**src/rtl/irq_pkg.sv**
```systemverilog
// Package: constants and helpers shared by the trap unit.
// Assumes a 32-bit machine-mode status layout with the enable at bit 3
// and the previous-enable at bit 7.
package irq_pkg;
    localparam int unsigned ST_IE_BIT   = 3;
    localparam int unsigned ST_PIE_BIT  = 7;
    localparam logic [11:0] CSR_STATUS  = 12'h300;
    localparam logic [6:0]  OPC_SYSTEM  = 7'h73;
    localparam logic [31:0] INSN_TRAPRET = 32'h3020_0073;
    localparam int unsigned CODE_W      = 5;

    // CSR operation kinds carried in funct3[1:0]
    typedef enum logic [1:0] {
        CSR_NONE  = 2'b00,
        CSR_WRITE = 2'b01,
        CSR_SET   = 2'b10,
        CSR_CLEAR = 2'b11
    } csr_op_e;

    // Cause code of request line idx (timer, external, then software)
    function automatic logic [CODE_W-1:0] line_code(input int unsigned idx);
        case (idx)
            0:       line_code = 5'd7;
            1:       line_code = 5'd11;
            default: line_code = 5'd3;
        endcase
    endfunction
endpackage

```
**src/rtl/irq_prio_enc.sv**
```systemverilog
// Module: picks the highest-numbered pending request line and forms
// the cause word for it. Assumes higher line index = higher priority.
module irq_prio_enc
    import irq_pkg::*;
#(
    parameter int unsigned NUM_IRQ = 2,
    parameter int unsigned XLEN    = 32
) (
    input  logic [NUM_IRQ-1:0] flags_i,
    output logic               any_o,
    output logic [XLEN-1:0]    cause_o
);
    localparam int unsigned PAD_W = XLEN - 1 - CODE_W;

    logic [CODE_W-1:0] code;

    // Priority scan: the last set line in ascending order wins
    always_comb begin
        code = '0;
        for (int i = 0; i < NUM_IRQ; i++) begin
            if (flags_i[i]) code = line_code(i);
        end
    end

    assign any_o   = |flags_i;
    assign cause_o = {1'b1, {PAD_W{1'b0}}, code};
endmodule

```
**src/rtl/irq_status_predict.sv**
```systemverilog
// Module: computes the status word as it will stand after the current
// instruction, so the gate sees the enable the instruction leaves behind.
// Also flags the return-from-trap encoding. Assumes full-word match.
module irq_status_predict
    import irq_pkg::*;
#(
    parameter int unsigned XLEN = 32
) (
    input  logic [31:0]     instr_i,
    input  logic [XLEN-1:0] src_i,
    input  logic [XLEN-1:0] status_i,
    output logic [XLEN-1:0] status_next_o,
    output logic            is_trapret_o
);
    logic [2:0]      funct3;
    logic            hits_status;
    csr_op_e         op;
    logic [XLEN-1:0] operand;
    logic [XLEN-1:0] modified;

    assign funct3 = instr_i[14:12];
    assign op     = csr_op_e'(funct3[1:0]);

    // Decode: a CSR access aimed at the status register
    assign hits_status = (instr_i[6:0] == OPC_SYSTEM) && (op != CSR_NONE)
                       && (instr_i[31:20] == CSR_STATUS);

    // Operand: 5-bit immediate for funct3[2]=1, register otherwise
    assign operand = funct3[2] ? {{(XLEN-5){1'b0}}, instr_i[19:15]} : src_i;

    // Read-modify-write result of the CSR operation
    always_comb begin
        case (op)
            CSR_WRITE: modified = operand;
            CSR_SET:   modified = status_i | operand;
            CSR_CLEAR: modified = status_i & ~operand;
            default:   modified = status_i;
        endcase
    end

    assign status_next_o = hits_status ? modified : status_i;
    assign is_trapret_o  = (instr_i == INSN_TRAPRET);
endmodule

```
**src/rtl/irq_csr_compose.sv**
```systemverilog
// Module: forms the redirect and priority-port CSR writes for the two
// events. Assumes the caller makes take_irq_i and trapret_i exclusive.
module irq_csr_compose
    import irq_pkg::*;
#(
    parameter int unsigned XLEN = 32
) (
    input  logic            take_irq_i,
    input  logic            trapret_i,
    input  logic [XLEN-1:0] status_now_i,
    input  logic [XLEN-1:0] status_next_i,
    input  logic [XLEN-1:0] pc_i,
    input  logic            jump_taken_i,
    input  logic [XLEN-1:0] jump_addr_i,
    input  logic [XLEN-1:0] cause_i,
    input  logic [XLEN-1:0] vector_i,
    input  logic [XLEN-1:0] ret_addr_i,
    output logic            redirect_o,
    output logic [XLEN-1:0] redirect_addr_o,
    output logic            status_we_o,
    output logic [XLEN-1:0] status_wdata_o,
    output logic            epc_we_o,
    output logic [XLEN-1:0] epc_wdata_o,
    output logic            cause_we_o,
    output logic [XLEN-1:0] cause_wdata_o
);
    logic [XLEN-1:0] next_pc;
    logic [XLEN-1:0] entry_status;
    logic [XLEN-1:0] return_status;

    // Architectural next PC of the current instruction
    assign next_pc = jump_taken_i ? jump_addr_i : (pc_i + XLEN'(4));

    // Entry status: previous-enable gets the (set) enable, enable cleared
    always_comb begin
        entry_status             = status_next_i;
        entry_status[ST_PIE_BIT] = status_next_i[ST_IE_BIT];
        entry_status[ST_IE_BIT]  = 1'b0;
    end

    // Return status: enable restored from previous-enable, which is set
    always_comb begin
        return_status             = status_now_i;
        return_status[ST_IE_BIT]  = status_now_i[ST_PIE_BIT];
        return_status[ST_PIE_BIT] = 1'b1;
    end

    // Output selection per event
    always_comb begin
        redirect_o      = take_irq_i | trapret_i;
        redirect_addr_o = trapret_i ? ret_addr_i : vector_i;
        status_we_o     = take_irq_i | trapret_i;
        status_wdata_o  = trapret_i ? return_status : entry_status;
        epc_we_o        = take_irq_i;
        epc_wdata_o     = next_pc;
        cause_we_o      = take_irq_i;
        cause_wdata_o   = cause_i;
    end
endmodule

```
**src/rtl/irq_trap_unit.sv**
```systemverilog
// Module: top of the combinational trap unit. Gates pending requests
// with the post-instruction enable, arbitrates against return-from-trap
// (return wins, request waits a cycle) and drives the CSR port.
// Assumes the core applies the port writes at the next clock edge.
module irq_trap_unit
    import irq_pkg::*;
#(
    parameter int unsigned NUM_IRQ = 2,
    parameter int unsigned XLEN    = 32
) (
    input  logic [NUM_IRQ-1:0] irq_flags_i,
    input  logic [31:0]        instr_i,
    input  logic [XLEN-1:0]    pc_i,
    input  logic               jump_taken_i,
    input  logic [XLEN-1:0]    jump_addr_i,
    input  logic [XLEN-1:0]    csr_src_data_i,
    input  logic [XLEN-1:0]    mstatus_i,
    input  logic [XLEN-1:0]    mtvec_i,
    input  logic [XLEN-1:0]    mepc_i,
    output logic               redirect_o,
    output logic [XLEN-1:0]    redirect_addr_o,
    output logic               mstatus_we_o,
    output logic [XLEN-1:0]    mstatus_wdata_o,
    output logic               mepc_we_o,
    output logic [XLEN-1:0]    mepc_wdata_o,
    output logic               mcause_we_o,
    output logic [XLEN-1:0]    mcause_wdata_o
);
    logic            any_pending;
    logic [XLEN-1:0] cause_word;
    logic [XLEN-1:0] status_next;
    logic            is_trapret;
    logic            take_irq;

    irq_prio_enc #(.NUM_IRQ(NUM_IRQ), .XLEN(XLEN)) u_enc (
        .flags_i (irq_flags_i),
        .any_o   (any_pending),
        .cause_o (cause_word)
    );

    irq_status_predict #(.XLEN(XLEN)) u_pred (
        .instr_i       (instr_i),
        .src_i         (csr_src_data_i),
        .status_i      (mstatus_i),
        .status_next_o (status_next),
        .is_trapret_o  (is_trapret)
    );

    // Gate: enabled request, and no return-from-trap in this cycle
    assign take_irq = any_pending && status_next[ST_IE_BIT] && !is_trapret;

    irq_csr_compose #(.XLEN(XLEN)) u_comp (
        .take_irq_i      (take_irq),
        .trapret_i       (is_trapret),
        .status_now_i    (mstatus_i),
        .status_next_i   (status_next),
        .pc_i            (pc_i),
        .jump_taken_i    (jump_taken_i),
        .jump_addr_i     (jump_addr_i),
        .cause_i         (cause_word),
        .vector_i        (mtvec_i),
        .ret_addr_i      (mepc_i),
        .redirect_o      (redirect_o),
        .redirect_addr_o (redirect_addr_o),
        .status_we_o     (mstatus_we_o),
        .status_wdata_o  (mstatus_wdata_o),
        .epc_we_o        (mepc_we_o),
        .epc_wdata_o     (mepc_wdata_o),
        .cause_we_o      (mcause_we_o),
        .cause_wdata_o   (mcause_wdata_o)
    );
endmodule

```
**config.mk**
```make
export PLATFORM = sky130hd
export DESIGN_NAME = irq_trap_unit
export DESIGN_NICKNAME = d
export VERILOG_FILES = /design/src/rtl/irq_pkg.sv /design/src/rtl/irq_prio_enc.sv /design/src/rtl/irq_status_predict.sv /design/src/rtl/irq_csr_compose.sv /design/src/rtl/irq_trap_unit.sv
export SDC_FILE = /design/constraint.sdc
export NUM_CORES = 1
export LEC_CHECK = 0
export BUFFER_PORTS_ARGS = -buffer_cell sky130_fd_sc_hd__buf_4
export CORE_AREA = 5 5 135 137
export DETAILED_ROUTE_END_ITERATION = 8
export DIE_AREA = 0 0 140 142
export PLACE_DENSITY_LB_ADDON = 0.1
export SYNTH_ARGS = -nofsm -noshare
export SYNTH_HDL_FRONTEND = slang
export SYNTH_SLANG_ARGS = --single-unit
```
**constraint.sdc**
```tcl
create_clock -name vclk -period 3.7
set_input_delay 0.74 -clock vclk [all_inputs]
set_output_delay 0.74 -clock vclk [all_outputs]
set_load 0.05 [all_outputs]
```
==> results of run 1 <==
==> stage by stage <==
stage	utilization, %	setup TNS [ns]	area, um2
final	39.0	-4.07	6610
after global routing	39.0	-8.24	6610
after CTS	37.9	-3.16	6420
after detailed placement	35.3	-11.10	5980
after global placement	35.3	-11.01	5980
after floorplan	-	-3.63	3440
==> area by class of cell <==
cell class	count	area (um2)	area share, %
multi-input cells	384	3220	48.7
repair buffers	357	3080	46.6
well taps	225	282	4.26
inverters	8	30.0	0.454
==> Yosys cell counts (2+ instances only) <==
| library cell | n | area share, % |
|---|---|---|
| a21oi_1 | 30 | 5.2 |
| and2_1 | 2 | 0.43 |
| and3_1 | 36 | 7.7 |
| and4_1 | 2 | 0.60 |
| buf_2 | 8 | 1.4 |
| buf_4 | 34 | 8.8 |
| clkbuf_1 | 26 | 3.4 |
| conb_1 | 2 | 0.26 |
| inv_1 | 8 | 1.0 |
| mux2_2 | 37 | 14 |
| mux2i_1 | 4 | 1.4 |
| nand2_1 | 34 | 4.4 |
| nand2b_1 | 27 | 5.8 |
| nand3_1 | 12 | 2.1 |
| nand3b_1 | 27 | 7.0 |
| nand4_1 | 8 | 1.7 |
| nand4b_1 | 2 | 0.60 |
| nor2_1 | 8 | 1.0 |
| nor3_1 | 4 | 0.69 |
| nor4_1 | 14 | 3.0 |
| o211ai_1 | 3 | 0.77 |
| o211ai_2 | 2 | 0.86 |
| o21ai_0 | 28 | 4.8 |
| o221ai_1 | 26 | 7.8 |
| or3_1 | 3 | 0.64 |
| or3b_1 | 2 | 0.60 |
| or3b_2 | 2 | 0.60 |
| or4_1 | 4 | 1.0 |
| xnor2_1 | 20 | 6.0 |
| xor2_1 | 6 | 1.8 |
==> critical path, delay by kind of cell <==
family | cells | cell delay (ns)
simple gates | 3 | 1.57
buf+inv | 3 | 0.48
compound gates | 2 | 0.30
==> power by group <==
group / total, W / leakage [nW] / internal (W) / switching (W)
Clock: 0 / 0 / 0 / 0
Combinational: 0.000948 / 2.86 / 0.000391 / 0.000558
Sequential: 0 / 0 / 0 / 0
==> cells by family (layout without fill, tap and decap cells) <==
logic type	after synthesis	in the layout	synth area share (%)
and+or+nand+nor	194	194	40.0
AOI/OAI and AO/OA	94	94	20.8
buffers and inverters	78	365	15.0
muxes	41	41	15.7
xor gates and xnor gates	26	26	7.82
other	2	28	0.258
adders and majority gates	1	1	0.430
==> worst max path at each step <==
stage / from / endpoint / cells past startpoint
floorplan: instr_i[23] / mstatus_wdata_o[0] / 6
global placement: instr_i[23] / mstatus_wdata_o[18] / 8
detailed placement: instr_i[23] / mstatus_wdata_o[22] / 8
CTS: instr_i[23] / mstatus_wdata_o[22] / 8
global route: instr_i[23] / mstatus_wdata_o[10] / 8
finish: instr_i[23] / mstatus_wdata_o[26] / 8
==> timing repair <==
action / in CTS / in global routing
resized for setup: 96 / 32
setup endpoints to repair: 67 / 67
buffers inserted: 2 / 0
cloned: 4 / 1
pin swaps: 4 / 5
==> routing by layer <==
layer  up-vias  wire length, um  track usage, %
li1       2186                -               -
met1      2042             6480            18.2
met2       170             9090            28.8
met3         6             1190            3.26
met4         0               79           0.612
met5         -                0               0
==> reports/metrics.yaml, run 1 <==
cells_and_area:
  num-nets-final: 979
  layout-drive-gt1-share_pct: 61.7
  area_growth_pct: 127
  layout_common_cells: "276 x buf_4, 71 x buf_6, 37 x mux2_2"
  fin_cells: 974
  final_common_cell: "buf_4"
  fillerInstances: 1828
  seq_cells: 0
  num_antenna_cells: 0
  ff_latch_area_um2: 0
  clock_buffers: 0
placement:
  dp_cells: 967
  hpwlAfterDp_um: 13800
  gp_routability_congestion: 0.810
  numPortBuffers: 330
  dp_slack_ns: -0.305
detailed_routing:
  finalWirelength_um: 16800
  drtAntennaViolNets: 0
  drtIter0Drc: 139
  route.detailed.drc: 0
  firstDrtPassIters: 4
  viasPerCell: 4.52
  num_vias: 4404
  wl_per_cell_um: 17.3
critical_path:
  cp_slowest_stage_delay_ns: 0.54
  cp-end-kind: "output port"
  crit_required_ns: 2.96
  cp-start-kind: "primary input"
  cp_cell_sequence: "buf_6, or4_1, or4_4, or4_4, clkbuf_16, a21oi_2, o221ai_4, buf_6"
  critPathMaxFanout: 7
  worstPathArrival_ns: 3.09
  worstSetupPathType: "primary input to output port"
  cp_slowest_cell: "or4_4"
floorplan:
  initial_core_util_pct: 17.2
  ios: 359
  core_region_area_um2: 16900
  rows: 48
  die_w_um: 140
  die_y_um: 142
  die-area_um2: 19900
global_route:
  first_global_vias: 4563
  grt_pass1_wl_um: 24900
  antenna_found_initial: 0
  overflow: 0
  grt_usage_pct: 15.1
  grt_max_degree: 59
pwr:
  leakagePower_nw: 2.86
  powerDensity_nw_per_um2: 144
  p_total_w: 0.000948
  vdd_drop_max_uv: 104
timing:
  finalHoldViolations: 0
  period_share_pct: 103
  layout_min_cycle_time_ns: 3.83
  layout_setup_ws_ns: -0.129
  hold_ws_ns: 1.76
  slew_violations: 0
  finalSetupViolCount: 62
  grt_setup_unrepaired: "true"
  max_freq_mhz: 261
synth:
  syn-cell-area_um2: 2910
  ys_types: 45
  yosysSeqAreaShare_pct: 0
  avgSynthCellArea_um2: 6.67
  yosysWarnings: 0
  syn_inst: 436
outcome:
  violations: "negative setup slack"
  status: "complete, but fails checks"
min_path:
  holdPathEnd: "mcause_wdata_o[3]"
  whs_path_depth: 2
  hp-class: "primary input to output port"
  hp-start: "irq_flags_i[1]"
clock_network:
  ctsHoldBuffers: 0
flow_run:
  maxCapViolCount: 0
(Power assumes the default switching activity.)
==> run 2: changes to the inputs <==
--- a/config.mk
+++ b/config.mk
@@ -8,5 +8,5 @@
 export BUFFER_PORTS_ARGS = -buffer_cell sky130_fd_sc_hd__buf_4
-export CORE_AREA = 5 5 135 137
+export CORE_AREA = 10 10 132 134
 export DETAILED_ROUTE_END_ITERATION = 8
-export DIE_AREA = 0 0 140 142
+export DIE_AREA = 0 0 142 144
 export PLACE_DENSITY_LB_ADDON = 0.1
==> constraint.sdc (replaced) <==
create_clock -name vclk -period 3.7
set_input_delay 0.37 -clock vclk [all_inputs]
set_output_delay 0.37 -clock vclk [all_outputs]
set_load 0.05 [all_outputs]
==> run 2 against run 1 <==
Against the previous run:
- the run now ends clean
- combinational power down 10%
- maximum frequency up 14%
- die area up 2.9%
- non-clock buffer count down 22
==> reports/metrics.yaml, run 2 (same netlist as run 1, synthesis figures left out) <==
outcome:
  status: "finished, final reports clean"
timing:
  setup_tns_ns: 0
  slew_violations: 0
  finalSetupViolCount: 0
  layout_setup_ws_ns: 0.329
  layout_min_cycle_time_ns: 3.37
  period_share_pct: 91.1
  max_freq_mhz: 297
  relSlewSlack_pct: 59.8
  grt_setup_unrepaired: "false"
  finalHoldViolations: 0
  max_slew.worst_pin.slew_ns: 0.602
global_route:
  grt_usage_pct: 15.2
  antenna_found_initial: 0
  overflow: 0
  grt_pass1_wl_um: 25300
  first_global_vias: 4491
  grt_max_degree: 66
detailed_routing:
  num_vias: 4310
  drtAntennaViolNets: 0
  finalWirelength_um: 18100
  viasPerCell: 4.71
  firstDrtPassIters: 4
  drtIter0Drc: 151
  wl_per_cell_um: 19.7
  route.detailed.drc: 0
pwr:
  leakagePower_nw: 2.53
  vdd_drop_max_uv: 105
  p_sw_w: 0.000522
  p_total_w: 0.000851
  powerDensity_nw_per_um2: 159
  p_comb_share_pct: 100.0
  seq_power_share_pct: 0
  clockPowerShare_pct: 0
  p_sw_share_pct: 61.3
  internal_power_w: 0.000330
clock_network:
  post_cts_buffers: 0
  cts_resized: 0
  ctsHoldBuffers: 0
critical_path:
  critPathMaxFanout: 30
  cp-start-kind: "primary input"
  worstSetupPathType: "primary input to output port"
  crit_required_ns: 3.33
  cp-end-kind: "output port"
  worstPathArrival_ns: 3.00
floorplan:
  core_region_area_um2: 14900
  die_w_um: 142
  rows: 45
  die-area_um2: 20400
  initial_core_util_pct: 19.6
  ios: 359
  die_y_um: 144
placement:
  hpwlAfterDp_um: 15600
  numPortBuffers: 330
  dp_slack_ns: 0.328
  gp_routability_congestion: 0.893
  dp_cells: 915
  postPlaceCellArea_um2: 5370
cells_and_area:
  ff_latch_area_um2: 0
  layout_common_cells: "334 x buf_4, 37 x mux2_2, 36 x and3_1"
  final_area_um2: 5370
  num_antenna_cells: 0
  fin_cells: 915
  clock_buffers: 0
  final_common_cell: "buf_4"
  num-nets-final: 957
  seq_cells: 0
  layout-drive-gt1-share_pct: 52.1
  area_growth_pct: 84.5
min_path:
  hp-class: "primary input to output port"
flow_run:
  maxCapViolCount: 0
[run 2: changes by cell type in the layout (fill, tap and decap cells not counted), sizes merged]
cell / delta
buf: -21
clkbuf: -1
[run 2: cell type report]
class                      instances  area [um2]
tap                              188         235
timing repair buffer             335        2530
multi-input combinational        384        2580
inverter                           8        30.0
fill                            1612        9500
[run 2: path summary, 6_finish.rpt]
check | start | endpoint | depth (start not counted) | slack (ns)
min | irq_flags_i[1] | mcause_wdata_o[3] | 2 | 1.02
max | instr_i[23] | mstatus_wdata_o[31] | 9 | 0.33
[run 2: critical path, stage by stage]
cell and delay (ns):
buf_4 0.10, or4_1 0.49, or4_1 0.60, buf_4 0.21
or4_1 0.40, buf_4 0.26, a21oi_1 0.19, o221ai_1 0.14
buf_4 0.22
[run 2: per-layer routing]
metal  up-vias  GRT usage, %  wire length, um
met1      1981          18.0             6960
met3         6          5.48             1780
li1       2143             -                -
met4         0         0.753              108
met2       180          26.7             9210
met5         -             0                0
[run 2: through the flow]
stage	util, %	hold slack [ns]
6_report	36.1	1.02
3_5_place_dp	36.1	1.02
3_3_place_gp	36.1	1.02
5_1_grt	36.1	1.02
2_1_floorplan	-	0.907
4_1_cts	36.1	1.02
[run 2: power groups by stage]
stage | Combinational [W] | Clock [W] | Sequential [W]
finish | 0.000851 | 0 | 0
CTS | 0.000855 | 0 | 0
global placement | 0.000845 | 0 | 0
floorplan | 0.000523 | 0 | 0
global route | 0.000902 | 0 | 0
detailed placement | 0.000853 | 0 | 0
==> run 3: changes to the inputs <==
==> constraint.sdc (replaced) <==
create_clock -name vclk -period 3.7
set_input_delay 0.185 -clock vclk [all_inputs]
set_output_delay 0.185 -clock vclk [all_outputs]
set_load 0.05 [all_outputs]
==> run 3 against run 2 <==
Against the previous run:
- first-iteration DRC count rose by 27%
- total power barely moved
- global-route usage up 0.12 points
- critical path depth is 2 lower
- count of clock-buffer cells in the layout unchanged
- maximum frequency up 8.2%
- hold slack lost 0.37 ns
- setup slack better by 0.26 ns
- core utilization fell by 0.19 points
- non-clock buffer count is 2 lower
- via count up 1.3%
==> reports/metrics.yaml, run 3 (same netlist as run 1, synthesis figures left out) <==
cells_and_area:
  num-nets-final: 955
  clock_buffers: 0
  fillerInstances: 1622
  layout-drive-gt1-share_pct: 52.0
  layout_common_cells: "333 x buf_4, 37 x mux2_2, 36 x and3_1"
  num_antenna_cells: 0
  final_common_cell: "buf_4"
  area_growth_pct: 83.5
  ff_latch_area_um2: 0
  final_area_um2: 5340
  seq_cells: 0
floorplan:
  die_y_um: 144
  core_region_area_um2: 14900
  die_w_um: 142
  die-area_um2: 20400
  rows: 45
  ios: 359
  initial_core_util_pct: 19.6
detailed_routing:
  firstDrtPassIters: 6
  wl_per_cell_um: 19.9
  drtAntennaViolNets: 0
  drtIter0Drc: 192
  viasPerCell: 4.78
  route.detailed.drc: 0
  num_vias: 4366
  finalWirelength_um: 18200
global_route:
  grt_max_degree: 66
  first_global_vias: 4430
  overflow: 0
  antenna_found_initial: 0
  grt_usage_pct: 15.3
  grt_pass1_wl_um: 25400
placement:
  dp_slack_ns: 0.576
  gp_routability_congestion: 0.914
  numPortBuffers: 330
  hpwlAfterDp_um: 15600
  postPlaceCellArea_um2: 5340
clock_network:
  post_cts_buffers: 0
  cts_resized: 0
  ctsHoldBuffers: 0
timing:
  relSlewSlack_pct: 60.1
  setup_tns_ns: 0
  max_slew.worst_pin.slew_ns: 0.597
  layout_min_cycle_time_ns: 3.11
  finalSetupViolCount: 0
  layout_setup_ws_ns: 0.586
  finalHoldViolations: 0
  period_share_pct: 84.2
  slew_violations: 0
  grt_setup_unrepaired: "false"
  max_freq_mhz: 321
pwr:
  leakagePower_nw: 2.51
  vdd_drop_max_uv: 95.6
  powerDensity_nw_per_um2: 159
critical_path:
  critPathMaxFanout: 30
  worstPathArrival_ns: 2.93
  cp-start-kind: "primary input"
  worstSetupPathType: "primary input to output port"
  cp-end-kind: "output port"
  crit_required_ns: 3.51
flow_run:
  maxCapViolCount: 0
min_path:
  hp-class: "primary input to output port"
outcome:
  status: "finished, final reports clean"
-- run 3: cell count changes in the layout (fill, tap and decap cells not counted), sizes merged --
cell / before / now
buf: 335 / 333
-- run 3: cell type report --
class / instances / area, um2 / area share (%)
inverters: 8 / 30.0 / 0.562
multi-input cells: 384 / 2580 / 48.2
well taps: 188 / 235 / 4.40
repair buffers: 333 / 2500 / 46.8
-- run 3: stage by stage --
step,util (%),hold slack (ns),total power [W],std cells
floorplan,-,0.537,0.000523,462
global placement,35.9,0.647,0.000845,913
detailed placement,35.9,0.652,0.000853,913
CTS,35.9,0.653,0.000855,913
global route,35.9,0.663,0.000901,913
finish,35.9,0.653,0.000852,913
-- run 3: worst max-delay path, cell delays in order --
cell      delay [ns]
buf_4           0.10
or4_1           0.51
or4_1           0.67
or3_4           0.61
or3b_2          0.50
o211ai_1        0.11
buf_4           0.23
-- run 3: where the power goes --
group          switching [W]  internal, W  total (W)  leakage [nW]
clock                      0            0          0             0
combinational       0.000522     0.000330   0.000852          2.51
sequential                 0            0          0             0
total               0.000522     0.000330   0.000852          2.51
-- run 3: worst paths after layout --
check | start | cells past startpoint | slack [ns] | to
hold / removal | irq_flags_i[1] | 2 | 0.65 | mcause_wdata_o[3]
setup / recovery | instr_i[23] | 7 | 0.59 | mstatus_wdata_o[1]
-- run 3: layer usage --
metal | share of wire, % | vias to the layer above | track usage [%] | wire (um)
li1 | - | 2144 | - | -
met1 | 38 | 2027 | 18.1 | 6990
met2 | 52 | 191 | 27.3 | 9370
met3 | 9.7 | 4 | 5.38 | 1760
met4 | 0.37 | 0 | 0.269 | 67
met5 | 0 | - | 0 | 0
